`src/rtl/mdio_pkg.sv`:
```
package mdio_pkg;
  localparam int FRAME_BITS = 64;
  localparam int TA_FIRST   = 46;
  localparam int TA_SECOND  = 47;
  localparam int DATA_FIRST = 48;

  localparam logic [7:0] OFS_DIV   = 8'h20;
  localparam logic [7:0] OFS_WDATA = 8'h24;
  localparam logic [7:0] OFS_SETUP = 8'h28;
  localparam logic [7:0] OFS_STAT  = 8'h2C;

  localparam logic [1:0] OPC_READ = 2'b10;

  typedef struct packed {
    logic [4:0] reg_a;
    logic [4:0] phy_a;
    logic [1:0] opc;
    logic [1:0] sof;
  } frame_setup_t;
endpackage

```
`src/rtl/mdio_tick_gen.sv`:
```
module mdio_tick_gen #(
  parameter int DW = 8
) (
  input  logic          clk,
  input  logic          rst_n,
  input  logic          run,
  input  logic [DW-1:0] div,
  output logic          tick
);
  logic [DW-1:0] cnt_q, cnt_d, limit;

  always_comb begin
    limit = (div == '0) ? DW'(1) : div;
    tick  = run && (cnt_q == limit);
    if (!run || tick) cnt_d = '0;
    else              cnt_d = cnt_q + DW'(1);
  end

  always_ff @(posedge clk or negedge rst_n) begin
    if (!rst_n) cnt_q <= '0;
    else        cnt_q <= cnt_d;
  end
endmodule

```
`src/rtl/mdio_frame_engine.sv`:
```
module mdio_frame_engine
  import mdio_pkg::*;
#(
  parameter int DW = 8
) (
  input  logic          clk,
  input  logic          rst_n,
  input  logic          launch,
  input  frame_setup_t  setup,
  input  logic [15:0]   wdata,
  input  logic [DW-1:0] div,
  input  logic          mdio_i,
  output logic          busy,
  output logic          done,
  output logic          mdc,
  output logic          mdio_o,
  output logic          mdio_oe,
  output logic [15:0]   rd_data,
  output logic          rd_ok
);
  localparam int BW = $clog2(FRAME_BITS);

  logic                  tick, rise, fall, last;
  logic                  busy_q, busy_d, phase_q, phase_d, is_rd_q, is_rd_d;
  logic                  ok_q, ok_d;
  logic [BW-1:0]         bit_q, bit_d;
  logic [FRAME_BITS-1:0] tx_q, tx_d;
  logic [15:0]           rx_q, rx_d;

  mdio_tick_gen #(.DW(DW)) u_tick (
    .clk  (clk),
    .rst_n(rst_n),
    .run  (busy_q),
    .div  (div),
    .tick (tick)
  );

  always_comb begin
    rise    = tick && !phase_q;
    fall    = tick && phase_q;
    last    = (bit_q == BW'(FRAME_BITS - 1));
    done    = fall && last;
    busy_d  = busy_q;
    phase_d = phase_q;
    is_rd_d = is_rd_q;
    ok_d    = ok_q;
    bit_d   = bit_q;
    tx_d    = tx_q;
    rx_d    = rx_q;
    if (launch && !busy_q) begin
      busy_d  = 1'b1;
      phase_d = 1'b0;
      bit_d   = '0;
      is_rd_d = (setup.opc == OPC_READ);
      tx_d    = {32'hFFFF_FFFF, setup.sof, setup.opc, setup.phy_a,
                 setup.reg_a, 2'b10, wdata};
    end else if (rise) begin
      phase_d = 1'b1;
      if (is_rd_q && bit_q == BW'(TA_SECOND)) ok_d = ~mdio_i;
      if (is_rd_q && bit_q >= BW'(DATA_FIRST)) rx_d = {rx_q[14:0], mdio_i};
    end else if (fall) begin
      phase_d = 1'b0;
      bit_d   = bit_q + BW'(1);
      tx_d    = {tx_q[FRAME_BITS-2:0], 1'b1};
      if (last) busy_d = 1'b0;
    end
  end

  always_ff @(posedge clk or negedge rst_n) begin
    if (!rst_n) begin
      busy_q  <= 1'b0;
      phase_q <= 1'b0;
      is_rd_q <= 1'b0;
      ok_q    <= 1'b0;
      bit_q   <= '0;
      tx_q    <= '0;
      rx_q    <= '0;
    end else begin
      busy_q  <= busy_d;
      phase_q <= phase_d;
      is_rd_q <= is_rd_d;
      ok_q    <= ok_d;
      bit_q   <= bit_d;
      tx_q    <= tx_d;
      rx_q    <= rx_d;
    end
  end

  assign busy    = busy_q;
  assign mdc     = phase_q;
  assign mdio_o  = tx_q[FRAME_BITS-1];
  assign mdio_oe = busy_q && !(is_rd_q && bit_q >= BW'(TA_FIRST));
  assign rd_data = rx_q;
  assign rd_ok   = ok_q;

  AST_IDLE_LINES: assert property (@(posedge clk) disable iff (!rst_n)
    !busy_q |-> (!mdc && !mdio_oe));
  AST_HOLD_WHILE_HIGH: assert property (@(posedge clk) disable iff (!rst_n)
    (busy_q && mdc && $past(mdc)) |-> $stable(mdio_o));
  AST_RELEASE_ONLY_READ: assert property (@(posedge clk) disable iff (!rst_n)
    (busy_q && !mdio_oe) |-> is_rd_q);
  AST_DONE_AT_FALL: assert property (@(posedge clk) disable iff (!rst_n)
    done |=> (!busy && !mdc));
endmodule

```
`src/rtl/mdio_c22_initiator.sv`:
```
module mdio_c22_initiator
  import mdio_pkg::*;
#(
  parameter int          AW        = 8,
  parameter int          DW        = 8,
  parameter logic [7:0]  DIV_RESET = 8'd39
) (
  input  logic          clk,
  input  logic          rst_n,
  input  logic          bus_sel,
  input  logic          bus_wr,
  input  logic [AW-1:0] bus_addr,
  input  logic [31:0]   bus_wdata,
  output logic [31:0]   bus_rdata,
  output logic          irq,
  output logic          mdc,
  output logic          mdio_o,
  output logic          mdio_oe,
  input  logic          mdio_i
);
  logic [DW-1:0] div_q, div_d;
  logic [15:0]   wdata_q, wdata_d;
  frame_setup_t  setup_q, setup_d;
  logic          irq_q, irq_d;
  logic          wr_div, wr_wdata, wr_setup, rd_stat, launch;
  logic          busy, done, rd_ok;
  logic [15:0]   rd_data;
  logic          unused_bits;

  assign unused_bits = ^{bus_wdata[30:21], bus_wdata[15:9]};

  always_comb begin
    wr_div   = bus_sel && bus_wr && (bus_addr == AW'(OFS_DIV));
    wr_wdata = bus_sel && bus_wr && (bus_addr == AW'(OFS_WDATA));
    wr_setup = bus_sel && bus_wr && (bus_addr == AW'(OFS_SETUP));
    rd_stat  = bus_sel && !bus_wr && (bus_addr == AW'(OFS_STAT));
    launch   = wr_setup && !busy && bus_wdata[31];
    div_d    = wr_div   ? bus_wdata[DW-1:0] : div_q;
    wdata_d  = wr_wdata ? bus_wdata[15:0]   : wdata_q;
    setup_d  = setup_q;
    if (wr_setup && !busy) begin
      setup_d.reg_a = bus_wdata[20:16];
      setup_d.phy_a = bus_wdata[8:4];
      setup_d.opc   = bus_wdata[3:2];
      setup_d.sof   = bus_wdata[1:0];
    end
    if (done)         irq_d = 1'b1;
    else if (rd_stat) irq_d = 1'b0;
    else              irq_d = irq_q;
  end

  always_ff @(posedge clk or negedge rst_n) begin
    if (!rst_n) begin
      div_q   <= DW'(DIV_RESET);
      wdata_q <= '0;
      setup_q <= '0;
      irq_q   <= 1'b0;
    end else begin
      div_q   <= div_d;
      wdata_q <= wdata_d;
      setup_q <= setup_d;
      irq_q   <= irq_d;
    end
  end

  always_comb begin
    bus_rdata = '0;
    if (bus_sel && !bus_wr) begin
      case (bus_addr)
        AW'(OFS_DIV):   bus_rdata = 32'(div_q);
        AW'(OFS_WDATA): bus_rdata = {16'h0, wdata_q};
        AW'(OFS_SETUP): bus_rdata = {busy, 10'h0, setup_q.reg_a, 7'h0,
                                     setup_q.phy_a, setup_q.opc, setup_q.sof};
        AW'(OFS_STAT):  bus_rdata = {7'h0, rd_ok, 8'h0, rd_data};
        default:        bus_rdata = '0;
      endcase
    end
  end

  mdio_frame_engine #(.DW(DW)) u_engine (
    .clk    (clk),
    .rst_n  (rst_n),
    .launch (launch),
    .setup  (setup_d),
    .wdata  (wdata_q),
    .div    (div_q),
    .mdio_i (mdio_i),
    .busy   (busy),
    .done   (done),
    .mdc    (mdc),
    .mdio_o (mdio_o),
    .mdio_oe(mdio_oe),
    .rd_data(rd_data),
    .rd_ok  (rd_ok)
  );

  assign irq = irq_q;

  AST_IRQ_ON_DONE: assert property (@(posedge clk) disable iff (!rst_n)
    done |=> irq);
  AST_SETUP_LOCKED: assert property (@(posedge clk) disable iff (!rst_n)
    (wr_setup && busy) |=> $stable(setup_q));
  AST_LAUNCH_BUSY: assert property (@(posedge clk) disable iff (!rst_n)
    launch |=> busy);
  AST_IRQ_HOLD: assert property (@(posedge clk) disable iff (!rst_n)
    (irq && !rd_stat) |=> irq);
endmodule

```
`config.mk`:
```
export PLATFORM = sky130hd
export DESIGN_NAME = mdio_c22_initiator
export DESIGN_NICKNAME = d
export VERILOG_FILES = /design/src/rtl/mdio_pkg.sv /design/src/rtl/mdio_tick_gen.sv /design/src/rtl/mdio_frame_engine.sv /design/src/rtl/mdio_c22_initiator.sv
export SDC_FILE = /design/constraint.sdc
export NUM_CORES = 1
export LEC_CHECK = 0
export BUFFER_PORTS_ARGS = -buffer_cell sky130_fd_sc_hd__buf_2
export CAP_MARGIN = 20
export CORE_ASPECT_RATIO = 0.75
export CORE_MARGIN = 10
export CORE_UTILIZATION = 55
export DETAILED_ROUTE_END_ITERATION = 7
export GPL_TIMING_DRIVEN = 0
export HOLD_SLACK_MARGIN = 0.15
export PLACE_DENSITY = 0.83
export SLEW_MARGIN = 25
export SYNTH_ARGS = -nofsm -noshare
export SYNTH_HDL_FRONTEND = slang
export SYNTH_SLANG_ARGS = --single-unit
```
`constraint.sdc`:
```
create_clock -name clk -period 4.1 [get_ports clk]
set_input_delay 0.82 -clock clk [delete_from_list [all_inputs] [get_ports clk]]
set_output_delay 0.82 -clock clk [all_outputs]
set_load 0.01 [all_outputs]
```
==> summary.md <==
| Metric | Value |
|---|---|
| R2R Path Start | `div_q[4]` |
| Final Slew Violations | `0` |
| Status | `complete, no violations` |
| P_leak | `approximately 3.6 nW` |
| Crit Path Max Fanout | `10` |
| Post-synth EDFFs | `0` |
| DRT iter0 DRCs | `between 300 and 400` |
| Rows | `34` |
| Clk pin slew, worst setup/hold paths | `around 0.06 ns` |
| Critical Path AT | `about 3.1 ns` |
| Width of the die | `between 100 and 150 µm` |
| CP delay by family, top | `simple AND/OR/NAND/NOR gates` |
| Remaining global-route overflow | `0` |
| Worst EP required | `roughly 3.3 ns` |
| Worst path max stage delay | `around 0.58 ns` |
| Clk_lat worst skew | `0.42 ns` |
| Die area | `roughly 0.017 mm²` |
| Top cell by count, worst path | `buf_2` |
| Maximum vdd drop | `~0.27 mV` |
| Seq cells post-synth | `about 140` |
| Root Buffer | `clkbuf_16` |
| Post-synthesis instance total | `about 570` |
| RSZ-0062 raised after global routing | `no` |
| Number of global-route vias before repair | `4795` |
| Period utilization | `between 90 and 100%` |
| Cts bufs inserted | `17` |
| Share of layout cells above drive strength 1 | `31.6%` |
| Critical path type | `in -> out` |
| Floorplan core area | `0.0116 mm²` |
| Crit. End Element | `output pin` |
| Post-Syn Area | `between 0.006 and 0.007 mm²` |
| Worst Tran Pin Value | `0.641 ns` |
| Synth Flop Type | `dfrtp_1` |
| Via count | `around 4600` |
| Crit path from | `bus_addr[7]` |
| Initial antenna violation count | `1` |
| Setup violators final | `0` |
| HPWL Detailed | `10.7 mm` |
| Starting Density | `between 50% and 60%` |
| Clock buffer depth | `2` |
| Slew HR | `57.3%` |
| Power per cell area | `402 mW/mm²` |
| H-tree Lvls | `4` |
| Crit-path cells | `buf_2 > or4_4 > nor2_1 > nand3b_1 > nor3_2 > and2_1 > buf_2` |
| TritonCTS clock tree | `built` |
| Clk sink count | `~140` |
| Die H | `114 µm` |
| Largest net degree at the start of global routing | `101` |
| Critical path buffers and inverters | `2` |
| Async SR Flop Fraction | `between 90% and 100%` |
| Hold Buf Count CTS | `0` |
| PostCTS Resize Cnt | `0` |
| Final critical-path required period | `between 3 and 4 ns` |
| First-pass GRT wire length | `24.7 mm` |
| Final hold violations | `0` |
| Yosys warning count | `0` |
| Io pins | `81` |
| Peak Freq | `257 MHz` |
| Final core occ | `66.2%` |
| Max_cap viols | `0` |
| WL/cell | `18.4 µm` |
| Total negative setup slack | `0 ns` |
| ANT nets after route | `0` |
| Seq/Total Area, Yosys | `52.9%` |
| Clk_skew | `0.00693 ns` |
| Antenna diodes | `0` |
| Post-route DRC | `0` |
| Vias per inst | `roughly 5.6` |
| # port buffers | `59` |
| Worst path slowest cell | `or4_4` |
| Post-CTS Setup Bufs | `0` |
| Startpoint Class | `primary input` |
| Final net count | `699` |
| Total iterations of the first detailed-routing run | `6` |
| Average cell area after synthesis | `11.5 µm²` |
| Worst Hold Class | `in -> async` |
| WL final | `between 15 and 20 mm` |
| RePlAce Congestion | `0.894` |
| Total Routing Usage GR | `18.5%` |
| Area Growth Syn to Fin | `18.0%` |
| Yosys cell types | `46` |
report_power, final:
group | switching, mW | internal [mW] | leakage, nW
Sequential | 0.0171 | 1.37 | 1.68
Combinational | 0.0844 | 0.0522 | 1.65
Clock | 0.598 | 0.956 | 0.286
logic make-up after synthesis:
| group | Yosys count | share of synthesized area (%) |
|---|---|---|
| buffers and inverters | 43 | 3.81 |
| multiplexers | 139 | 22.9 |
| AO/OA/AOI/OAI | 31 | 3.80 |
| other | 1 | 0.0577 |
| AND/OR/NAND/NOR | 198 | 14.2 |
| adder cells (fa/ha/maj) | 2 | 0.385 |
| XOR/XNOR | 14 | 1.89 |
| flip-flops | 137 | 52.9 |
synthesized netlist by cell type, types with 6 or more instances:
master,number,share of area [%]
a21o_1,13,1.5
nand4_1,6,0.58
a222oi_1,8,1.2
nand2_1,110,6.4
mux2_2,76,13
xnor2_1,8,1.1
buf_4,14,1.6
dfrtp_1,133,51
mux2i_1,60,9.2
and2_1,6,0.58
clkbuf_1,7,0.40
nand3_1,9,0.69
nor2_1,34,2.0
xor2_1,6,0.81
buf_2,15,1.2
through the flow:
stage	worst slack (ns)	cells	hold slack (ns)	area, µm²	power, mW
detailed placement	0.00309	795	0.471	7060	1.55
global placement	0.103	794	0.470	7020	1.53
global route	0.0712	826	0.274	7660	3.17
finish	0.213	826	0.258	7660	3.08
CTS	0.0289	826	0.263	7660	3.09
floorplan	0.892	573	0.439	6520	1.47
flip-flops by register name, summed over array words and instances, names as in the netlist:
register	count
div_q	8
irq	1
setup_q	14
u_engine.bit_q	6
u_engine.busy	1
u_engine.is_rd_q	1
u_engine.mdc	1
u_engine.rd_data	16
u_engine.rd_ok	1
u_engine.tx_q	64
u_engine.u_tick.cnt_q	8
wdata_q	16
routing by layer:
| metal | global-route usage, % | vias to the layer above | part of all wire [%] |
|---|---|---|---|
| met3 | 5.92 | 28 | 6.8 |
| li1 | - | 2123 | - |
| met2 | 29.3 | 148 | 47 |
| met1 | 23.3 | 2298 | 44 |
| met5 | 0 | - | 0.11 |
| met4 | 7.59 | 2 | 2.1 |
cell type report:
| class | count | area (µm²) |
|---|---|---|
| multi-input combinational | 393 | 2850 |
| fill | 860 | 3910 |
| inverter | 4 | 15.0 |
| buffer | 39 | 233 |
| tap | 162 | 203 |
| sequential | 137 | 3430 |
| clock inverter | 14 | 175 |
| clock buffer | 17 | 425 |
| timing repair buffer | 60 | 333 |
cell usage in the layout (no fill, tap or decap), types with 3 or more instances in the layout:
cell	synthesis	final
and2_1	6	6
clkinvlp_4	0	3
dfstp_2	4	4
mux2_1	3	3
inv_1	4	4
nor4_1	4	4
nand2_1	110	110
nand3b_1	3	3
clkbuf_16	0	17
a21o_1	13	13
nand4_1	6	6
buf_2	15	73
xor2_1	6	6
mux2i_1	60	60
nand3_1	9	9
a222oi_1	8	8
conb_1	1	9
mux2_2	76	76
bufinv_16	0	3
dfrtp_1	133	133
nor2_1	34	34
clkinv_4	0	4
nor3_1	4	3
buf_4	14	14
xnor2_1	8	8
clkbuf_1	7	7
nand2b_1	5	5
worst paths after layout:
kind	endpoint	slack, ns	cells after the start
min	u_engine.u_tick.cnt_q[6]	0.26	1
max	bus_rdata[31]	0.21	7
min reg2reg	setup_q[13]	0.49	1
max in group asynchronous	u_engine.tx_q[34]	3.07	2
max reg2reg	u_engine.tx_q[15]	1.60	7
min in group clk	setup_q[13]	0.49	1
(Power assumes the default switching activity.)
